`config.mk`:
```
export PLATFORM = sky130hd
export DESIGN_NAME = amux_readout_seq
export DESIGN_NICKNAME = d
export VERILOG_FILES = /design/src/rtl/amux_seq_pkg.sv /design/src/rtl/amux_prescaler.sv /design/src/rtl/amux_delay.sv /design/src/rtl/amux_stepper.sv /design/src/rtl/amux_readout_seq.sv
export SDC_FILE = /design/constraint.sdc
export NUM_CORES = 1
export LEC_CHECK = 0
export BUFFER_PORTS_ARGS = -buffer_cell sky130_fd_sc_hd__buf_4
export CORE_ASPECT_RATIO = 1.1
export CORE_MARGIN = 3
export CORE_UTILIZATION = 40
export DETAILED_ROUTE_END_ITERATION = 16
export GPL_ROUTABILITY_DRIVEN = 0
export SLEW_MARGIN = 10
export SYNTH_ARGS = -nofsm -noshare
export SYNTH_HDL_FRONTEND = slang
export SYNTH_HIERARCHICAL = 1
export SYNTH_SLANG_ARGS = --single-unit
```
`constraint.sdc`:
```
create_clock -name clk -period 5.37 [get_ports clk]
set_clock_uncertainty 0.2 [all_clocks]
set_input_delay 0.2685 -clock clk [delete_from_list [all_inputs] [get_ports clk]]
set_output_delay 0.2685 -clock clk [all_outputs]
set_load 0.005 [all_outputs]
```
`src/rtl/amux_seq_pkg.sv`:
```
package amux_seq_pkg;

  typedef enum logic [1:0] {
    ST_IDLE  = 2'd0,
    ST_HWAIT = 2'd1,
    ST_RWAIT = 2'd2,
    ST_RUN   = 2'd3
  } seq_state_e;

  // Number of sample slots after the reset step.
  function automatic int unsigned slot_total(input int unsigned strips,
                                             input int unsigned edge_slots);
    return strips - 2 + 2 * edge_slots;
  endfunction

  // True when a multiplexer clock pulse belongs to the given slot.
  function automatic logic slot_has_clock(input int unsigned slot,
                                          input int unsigned strips,
                                          input int unsigned edge_slots);
    return (slot == 0) ||
           ((slot >= edge_slots) && (slot <= edge_slots + strips - 2));
  endfunction

endpackage

```
`src/rtl/amux_prescaler.sv`:
```
module amux_prescaler #(
  parameter int DIV        = 10,
  parameter int STEP_TICKS = 3,
  localparam int CW = (DIV > 1) ? $clog2(DIV) : 1,
  localparam int PW = (STEP_TICKS > 1) ? $clog2(STEP_TICKS) : 1
) (
  input  logic          clk,
  input  logic          rst_n,
  input  logic          restart,
  output logic [PW-1:0] phase,
  output logic          step_end
);

  logic [CW-1:0] cnt;
  logic          tick;

  assign tick     = (cnt == CW'(DIV - 1));
  assign step_end = tick && (phase == PW'(STEP_TICKS - 1));

  always_ff @(posedge clk) begin
    if (!rst_n) begin
      cnt   <= '0;
      phase <= '0;
    end else if (restart) begin
      cnt   <= '0;
      phase <= '0;
    end else if (tick) begin
      cnt   <= '0;
      phase <= (phase == PW'(STEP_TICKS - 1)) ? '0 : phase + 1'b1;
    end else begin
      cnt <= cnt + 1'b1;
    end
  end

  p_phase_range_r6: assert property (@(posedge clk) disable iff (!rst_n)
    phase <= PW'(STEP_TICKS - 1));

  p_tick_wraps_r6: assert property (@(posedge clk) disable iff (!rst_n)
    (tick && !restart) |=> (cnt == '0));

endmodule

```
`src/rtl/amux_delay.sv`:
```
module amux_delay #(
  parameter int W = 16
) (
  input  logic         clk,
  input  logic         rst_n,
  input  logic         load,
  input  logic [W-1:0] value,
  output logic         done
);

  logic         run;
  logic [W-1:0] cnt;

  assign done = run && (cnt == '0);

  always_ff @(posedge clk) begin
    if (!rst_n) begin
      run <= 1'b0;
      cnt <= '0;
    end else if (load) begin
      run <= 1'b1;
      cnt <= value;
    end else if (run) begin
      if (cnt == '0) run <= 1'b0;
      else           cnt <= cnt - 1'b1;
    end
  end

  p_done_once_r8: assert property (@(posedge clk) disable iff (!rst_n)
    (done && !load) |=> !done);

endmodule

```
`src/rtl/amux_stepper.sv`:
```
module amux_stepper
  import amux_seq_pkg::*;
#(
  parameter int N_STRIPS   = 128,
  parameter int EDGE_SLOTS = 3,
  parameter int STEP_TICKS = 3,
  localparam int SLOTS = N_STRIPS - 2 + 2 * EDGE_SLOTS,
  localparam int SW    = $clog2(SLOTS),
  localparam int PW    = (STEP_TICKS > 1) ? $clog2(STEP_TICKS) : 1
) (
  input  logic          clk,
  input  logic          rst_n,
  input  logic          start,
  input  logic          step_end,
  input  logic [PW-1:0] phase,
  output logic          mux_rst,
  output logic          mux_clk,
  output logic          shin,
  output logic          last
);

  logic          active;
  logic          in_rst;
  logic [SW-1:0] slot;
  logic          walking;
  logic          clk_slot;

  assign walking  = active && !in_rst;
  assign clk_slot = slot_has_clock(32'(slot), N_STRIPS, EDGE_SLOTS);
  assign mux_rst  = active && in_rst;
  assign shin     = walking && (slot == '0);
  assign mux_clk  = walking && clk_slot && (phase == PW'(STEP_TICKS / 2));
  assign last     = walking && step_end && (slot == SW'(SLOTS - 1));

  always_ff @(posedge clk) begin
    if (!rst_n) begin
      active <= 1'b0;
      in_rst <= 1'b0;
      slot   <= '0;
    end else if (start) begin
      active <= 1'b1;
      in_rst <= 1'b1;
      slot   <= '0;
    end else if (active && step_end) begin
      if (in_rst)                        in_rst <= 1'b0;
      else if (slot == SW'(SLOTS - 1))   active <= 1'b0;
      else                               slot   <= slot + 1'b1;
    end
  end

  p_slot_range_r6: assert property (@(posedge clk) disable iff (!rst_n)
    slot <= SW'(SLOTS - 1));

  p_rst_then_token_r5: assert property (@(posedge clk) disable iff (!rst_n)
    (mux_rst && step_end && !start) |=> shin);

  p_no_clk_in_rst_r4: assert property (@(posedge clk) disable iff (!rst_n)
    mux_rst |-> (!mux_clk && !shin));

endmodule

```
`src/rtl/amux_readout_seq.sv`:
```
module amux_readout_seq
  import amux_seq_pkg::*;
#(
  parameter int DLY_W      = 16,
  parameter int DIV        = 10,
  parameter int STEP_TICKS = 3,
  parameter int N_STRIPS   = 128,
  parameter int EDGE_SLOTS = 3,
  parameter int REJ_W      = 16,
  localparam int PW = (STEP_TICKS > 1) ? $clog2(STEP_TICKS) : 1
) (
  input  logic             clk,
  input  logic             rst_n,
  input  logic             trig_i,
  input  logic [DLY_W-1:0] hold_dly_i,
  input  logic [DLY_W-1:0] ro_dly_i,
  input  logic [DLY_W-1:0] adc_dly_i,
  output logic             hold_o,
  output logic             mux_clk_o,
  output logic             shin_o,
  output logic             mux_rst_o,
  output logic             adc_trig_o,
  output logic             busy_o,
  output logic [REJ_W-1:0] rej_cnt_o
);

  seq_state_e       state;
  logic [DLY_W-1:0] ro_q, adc_q;
  logic             accept, reject;
  logic             hd_done, ro_done, adc_done;
  logic             ro_start;
  logic             st_last;
  logic             step_end;
  logic [PW-1:0]    phase;
  logic             rd_fin, adc_fired;
  logic             walk_over, adc_over;

  assign busy_o    = (state != ST_IDLE);
  assign accept    = trig_i && (state == ST_IDLE);
  assign reject    = trig_i && (state != ST_IDLE);
  assign ro_start  = ro_done && (state == ST_RWAIT);
  assign walk_over = rd_fin || st_last;
  assign adc_over  = adc_fired || adc_done;

  amux_delay #(.W(DLY_W)) u_hold_dly (
    .clk(clk), .rst_n(rst_n), .load(accept), .value(hold_dly_i), .done(hd_done));

  amux_delay #(.W(DLY_W)) u_ro_dly (
    .clk(clk), .rst_n(rst_n), .load(hd_done && (state == ST_HWAIT)),
    .value(ro_q), .done(ro_done));

  amux_delay #(.W(DLY_W)) u_adc_dly (
    .clk(clk), .rst_n(rst_n), .load(ro_start), .value(adc_q), .done(adc_done));

  amux_prescaler #(.DIV(DIV), .STEP_TICKS(STEP_TICKS)) u_presc (
    .clk(clk), .rst_n(rst_n), .restart(ro_start), .phase(phase), .step_end(step_end));

  amux_stepper #(.N_STRIPS(N_STRIPS), .EDGE_SLOTS(EDGE_SLOTS), .STEP_TICKS(STEP_TICKS)) u_step (
    .clk(clk), .rst_n(rst_n), .start(ro_start), .step_end(step_end), .phase(phase),
    .mux_rst(mux_rst_o), .mux_clk(mux_clk_o), .shin(shin_o), .last(st_last));

  always_ff @(posedge clk) begin
    if (!rst_n) begin
      state      <= ST_IDLE;
      ro_q       <= '0;
      adc_q      <= '0;
      hold_o     <= 1'b0;
      rd_fin     <= 1'b0;
      adc_fired  <= 1'b0;
      adc_trig_o <= 1'b0;
    end else begin
      adc_trig_o <= adc_done;
      case (state)
        ST_IDLE: if (accept) begin
          ro_q  <= ro_dly_i;
          adc_q <= adc_dly_i;
          state <= ST_HWAIT;
        end
        ST_HWAIT: if (hd_done) begin
          hold_o <= 1'b1;
          state  <= ST_RWAIT;
        end
        ST_RWAIT: if (ro_done) begin
          rd_fin    <= 1'b0;
          adc_fired <= 1'b0;
          state     <= ST_RUN;
        end
        default: begin
          if (st_last)  begin hold_o <= 1'b0; rd_fin <= 1'b1; end
          if (adc_done) adc_fired <= 1'b1;
          if (walk_over && adc_over) state <= ST_IDLE;
        end
      endcase
    end
  end

  always_ff @(posedge clk) begin
    if (!rst_n)                             rej_cnt_o <= '0;
    else if (reject && (rej_cnt_o != '1))   rej_cnt_o <= rej_cnt_o + 1'b1;
  end

  p_hold_in_busy_r3: assert property (@(posedge clk) disable iff (!rst_n)
    hold_o |-> busy_o);

  p_clk_under_hold_r6: assert property (@(posedge clk) disable iff (!rst_n)
    mux_clk_o |-> hold_o);

  p_token_under_hold_r5: assert property (@(posedge clk) disable iff (!rst_n)
    shin_o |-> (hold_o && !mux_rst_o));

  p_rst_under_hold_r4: assert property (@(posedge clk) disable iff (!rst_n)
    mux_rst_o |-> hold_o);

  p_adc_one_cycle_r8: assert property (@(posedge clk) disable iff (!rst_n)
    adc_trig_o |=> !adc_trig_o);

  p_reject_count_r10: assert property (@(posedge clk) disable iff (!rst_n)
    (trig_i && busy_o && (rej_cnt_o != '1)) |=> (rej_cnt_o == $past(rej_cnt_o) + 1'b1));

  p_reject_sat_r10: assert property (@(posedge clk) disable iff (!rst_n)
    (rej_cnt_o == '1) |=> (rej_cnt_o == '1));

  p_idle_quiet_r9: assert property (@(posedge clk) disable iff (!rst_n)
    !busy_o |-> (!hold_o && !mux_clk_o && !shin_o && !mux_rst_o));

endmodule

```
==> impl_metrics.tcl <==
set metrics [dict create \
    holdWs_ns 0.0124 \
    crit_start "u_hold_dly/cnt[0]" \
    maxCapViolCount 0 \
    synth-compound-area-share_pct 20.1 \
    critPathLaunchType "register" \
    syn-mean-instance-area_um2 8.18 \
    synth_area_um2 6470 \
    r2r_cells 10 \
    dpl.hpwl_mm 11.4 \
    clk_pin_slew_ns 0.06 \
    synth_edf_count 0 \
    viasPerCell 5.70 \
    r2r_start "u_hold_dly/cnt[0]" \
    wl_per_cell_um 15.2 \
    cts_buffer_depth 2 \
    cp.depth 10 \
    totalWireLength_mm 16.7 \
    netlist_instances 791 \
    synthAdderAreaFrac_pct 2.32 \
    rsz0062_at_grt "false" \
    crit_fanout 22 \
    synthMuxAreaShare_pct 1.70 \
    fin_total_pwr_mw 2.87 \
    dp.cells 1026 \
    ys_seq_area_share_pct 37.4 \
    cp.arrival_ns 3.43 \
    max_stage_delay_ns 0.56 \
    drt_iter0_drc 349 \
    n_antenna_cell 0 \
    drive_gt1_share_pct 15.4 \
    timing.max_slew.rel_slack_pct 44.8 \
    grt_pass1_wl_mm 28.1 \
    hold_class "in -> reg" \
    vdd_drop_max_mv 0.202 \
    ys_types 65 \
    hold_depth 3 \
    crit_required_ns 5.43 \
    synth-simple-area-share_pct 33.1 \
    setup_violations 0 \
    synthFlopType "dfxtp_1" \
    synthArstFlopShare_pct 0 \
    p_per_area_nw_per_um2 353 \
    path_cells "inv_1, ha_1, nor3b_1, and2_1, nand3_1, nor2_1, and2_1, inv_1, o21ai_0, a31oi_1" \
    initial_core_util_pct 41.0 \
    synth_top_family_by_area "simple AND/OR/NAND/NOR gates" \
    hold_path.startpoint "hold_dly_i[15]" \
    vias 6280 \
    fillers 1494 \
    synth_xor_area_share_pct 0.271 \
    power.leakage_nw 3.03 \
    cpMaxStageDelayCell "and2_1" \
    ios 73 \
    portBuffers 72 \
    maxSlewViolCount 0 \
    grt.total_usage_pct 19.0 \
    min_period_over_period_pct 62.8 \
    grt_pass1_vias 5951 \
    worst_pin_slew_ns 0.828 \
    root_buffer "clkbuf_16" \
    regArea_um2 2420 \
    finalHoldViolations 0 \
    numCtsBuffers 17 \
    yosysWarnings 6 \
    die_w_um 127 \
    path_class "reg -> reg" \
    status "finished clean" \
    rows 48 \
    antenna_found_initial 0 \
    cts_resized 0 \
    path_buf_inv 2 \
    drc 0 \
    clock_sinks 121 \
    die_area_um2 17700 \
    grt_max_degree 85 \
    ys_ff_latch 121 \
    nets 951 \
    critical-path-top-delay-family "simple AND/OR/NAND/NOR gates" \
    ant_nets 0 \
    drt-pass1-iter-count 4 \
    end_kind "register" \
    die_y_um 139 \
    cts_tree "done" \
    overflow 0 \
    multi_input_area_um2 3720 \
    setup_tns_ns 0 \
    fin_cells 1101 \
    period_minus_slack_ns 3.37 \
    area_delta_synth_final_pct 25.4 \
    fmax_mhz 297 \
    syn_nets 854 \
    htree_levels 4 \
    insertion_delay_ns 0.42 \
    core_area_um2 15800 \
]
==> path summary, 6_finish.rpt <==
path         slack [ns]            endpoint
min                0.01  u_hold_dly/cnt[15]
min reg2reg        0.25            adc_q[6]
max                2.00     u_ro_dly/cnt[9]
max reg2reg        2.00     u_ro_dly/cnt[9]
==> routing by layer <==
metal  up-vias  track usage [%]  wire, um
met3        22             3.80       657
met5         -                0         0
met4         0             6.72       297
met2       140             31.9      8090
met1      2979             24.2      7640
li1       3139                -         -
==> cell usage in the layout (no fill, tap or decap), types with 4 or more instances in the layout <==
cell and count:
a21oi_1 60, a31oi_1 25, and2_1 10, and3_1 8, buf_4 76, clkbuf_16 17, clkinvlp_4 6, dfxtp_1 121
dlygate4sd3_1 43, ha_1 12, inv_1 30, mux2i_1 11, nand2_1 102, nand2b_1 31, nand3_1 33, nand3b_1 6
nand4_1 20, nand4b_1 4, nor2_1 45, nor2b_1 4, nor3_1 14, nor3b_1 8, nor4_1 17, nor4_4 4
nor4b_1 4, o211ai_1 4, o21a_1 9, o21ai_0 53, o311a_1 12, o31a_1 5, o31ai_1 7, o41ai_1 6
or3_1 17, or4_1 7, or4_4 7
==> metrics by stage <==
step           utilization [%]  cell area (um2)  setup WS (ns)
2_1_floorplan                -             6470           2.88
3_3_place_gp              44.9             7090           2.19
3_5_place_dp              44.9             7090           2.05
4_1_cts                   51.4             8120           2.03
5_1_grt                   51.4             8120           1.67
6_report                  51.4             8120           2.00
==> registers in the layout (all words and copies together), names as in the netlist <==
name,cells
adc_q,16
rej_cnt_o,16
ro_q,16
u_adc_dly/cnt,16
u_hold_dly/cnt,16
u_ro_dly/cnt,16
u_step/slot,8
u_presc/cnt,4
state,2
u_presc/phase,2
adc_fired,1
adc_trig_o,1
hold_o,1
rd_fin,1
u_adc_dly/run,1
u_hold_dly/run,1
u_ro_dly/run,1
u_step/active,1
u_step/in_rst,1
==> cell type report <==
type                            instances  area share (%)
Timing Repair Buffer                  119            12.3
Inverter                               32            1.48
Tap cell                              200            3.08
Clock buffer                           17            5.24
Multi-Input combinational cell        597            45.9
Sequential cell                       121            29.8
Clock inverter                         15            2.17
==> cells by family (layout without fill, tap and decap cells) <==
kind of cell             after synthesis  after routing
XOR/XNOR                               2              2
multiplexers                          11             11
adder cells (fa/ha/maj)               12             12
AO/OA/AOI/OAI                        206            206
AND/OR/NAND/NOR                      366            366
buffers and inverters                 73            183
flip-flops                           121            121
==> synth_stat cells, drive strengths merged, types with 18 or more instances <==
master  number  share of area [%]
nand2      102                5.9
nand2b      31                3.0
or3         18                1.8
clkbuf      30                1.7
nor4        24                3.5
o21ai       55                4.3
nand4       23                2.8
inv         32                1.9
a31oi       25                2.4
nor2        45                2.6
a21oi       60                4.6
dfxtp      121                 37
nand3       33                2.6
==> repair_timing <==
item                                   4_1_cts  5_1_grt
endpoints found under the hold margin       43        0
hold buffers                                43        0
buffers inserted                             0        0
==> worst min-delay path: cells and delay by family <==
kind                   cells  cell delay, ns
and+or+nand+nor            1            0.08
buffers and inverters      1            0.07
AOI/OAI and AO/OA          1            0.17
==> power breakdown <==
| part | switching, mW | total (mW) | internal, mW |
|---|---|---|---|
| Sequential | 0.0912 | 1.09 | 0.994 |
| Clock | 0.435 | 1.16 | 0.729 |
| Combinational | 0.367 | 0.620 | 0.253 |
(Power assumes the default switching activity.)
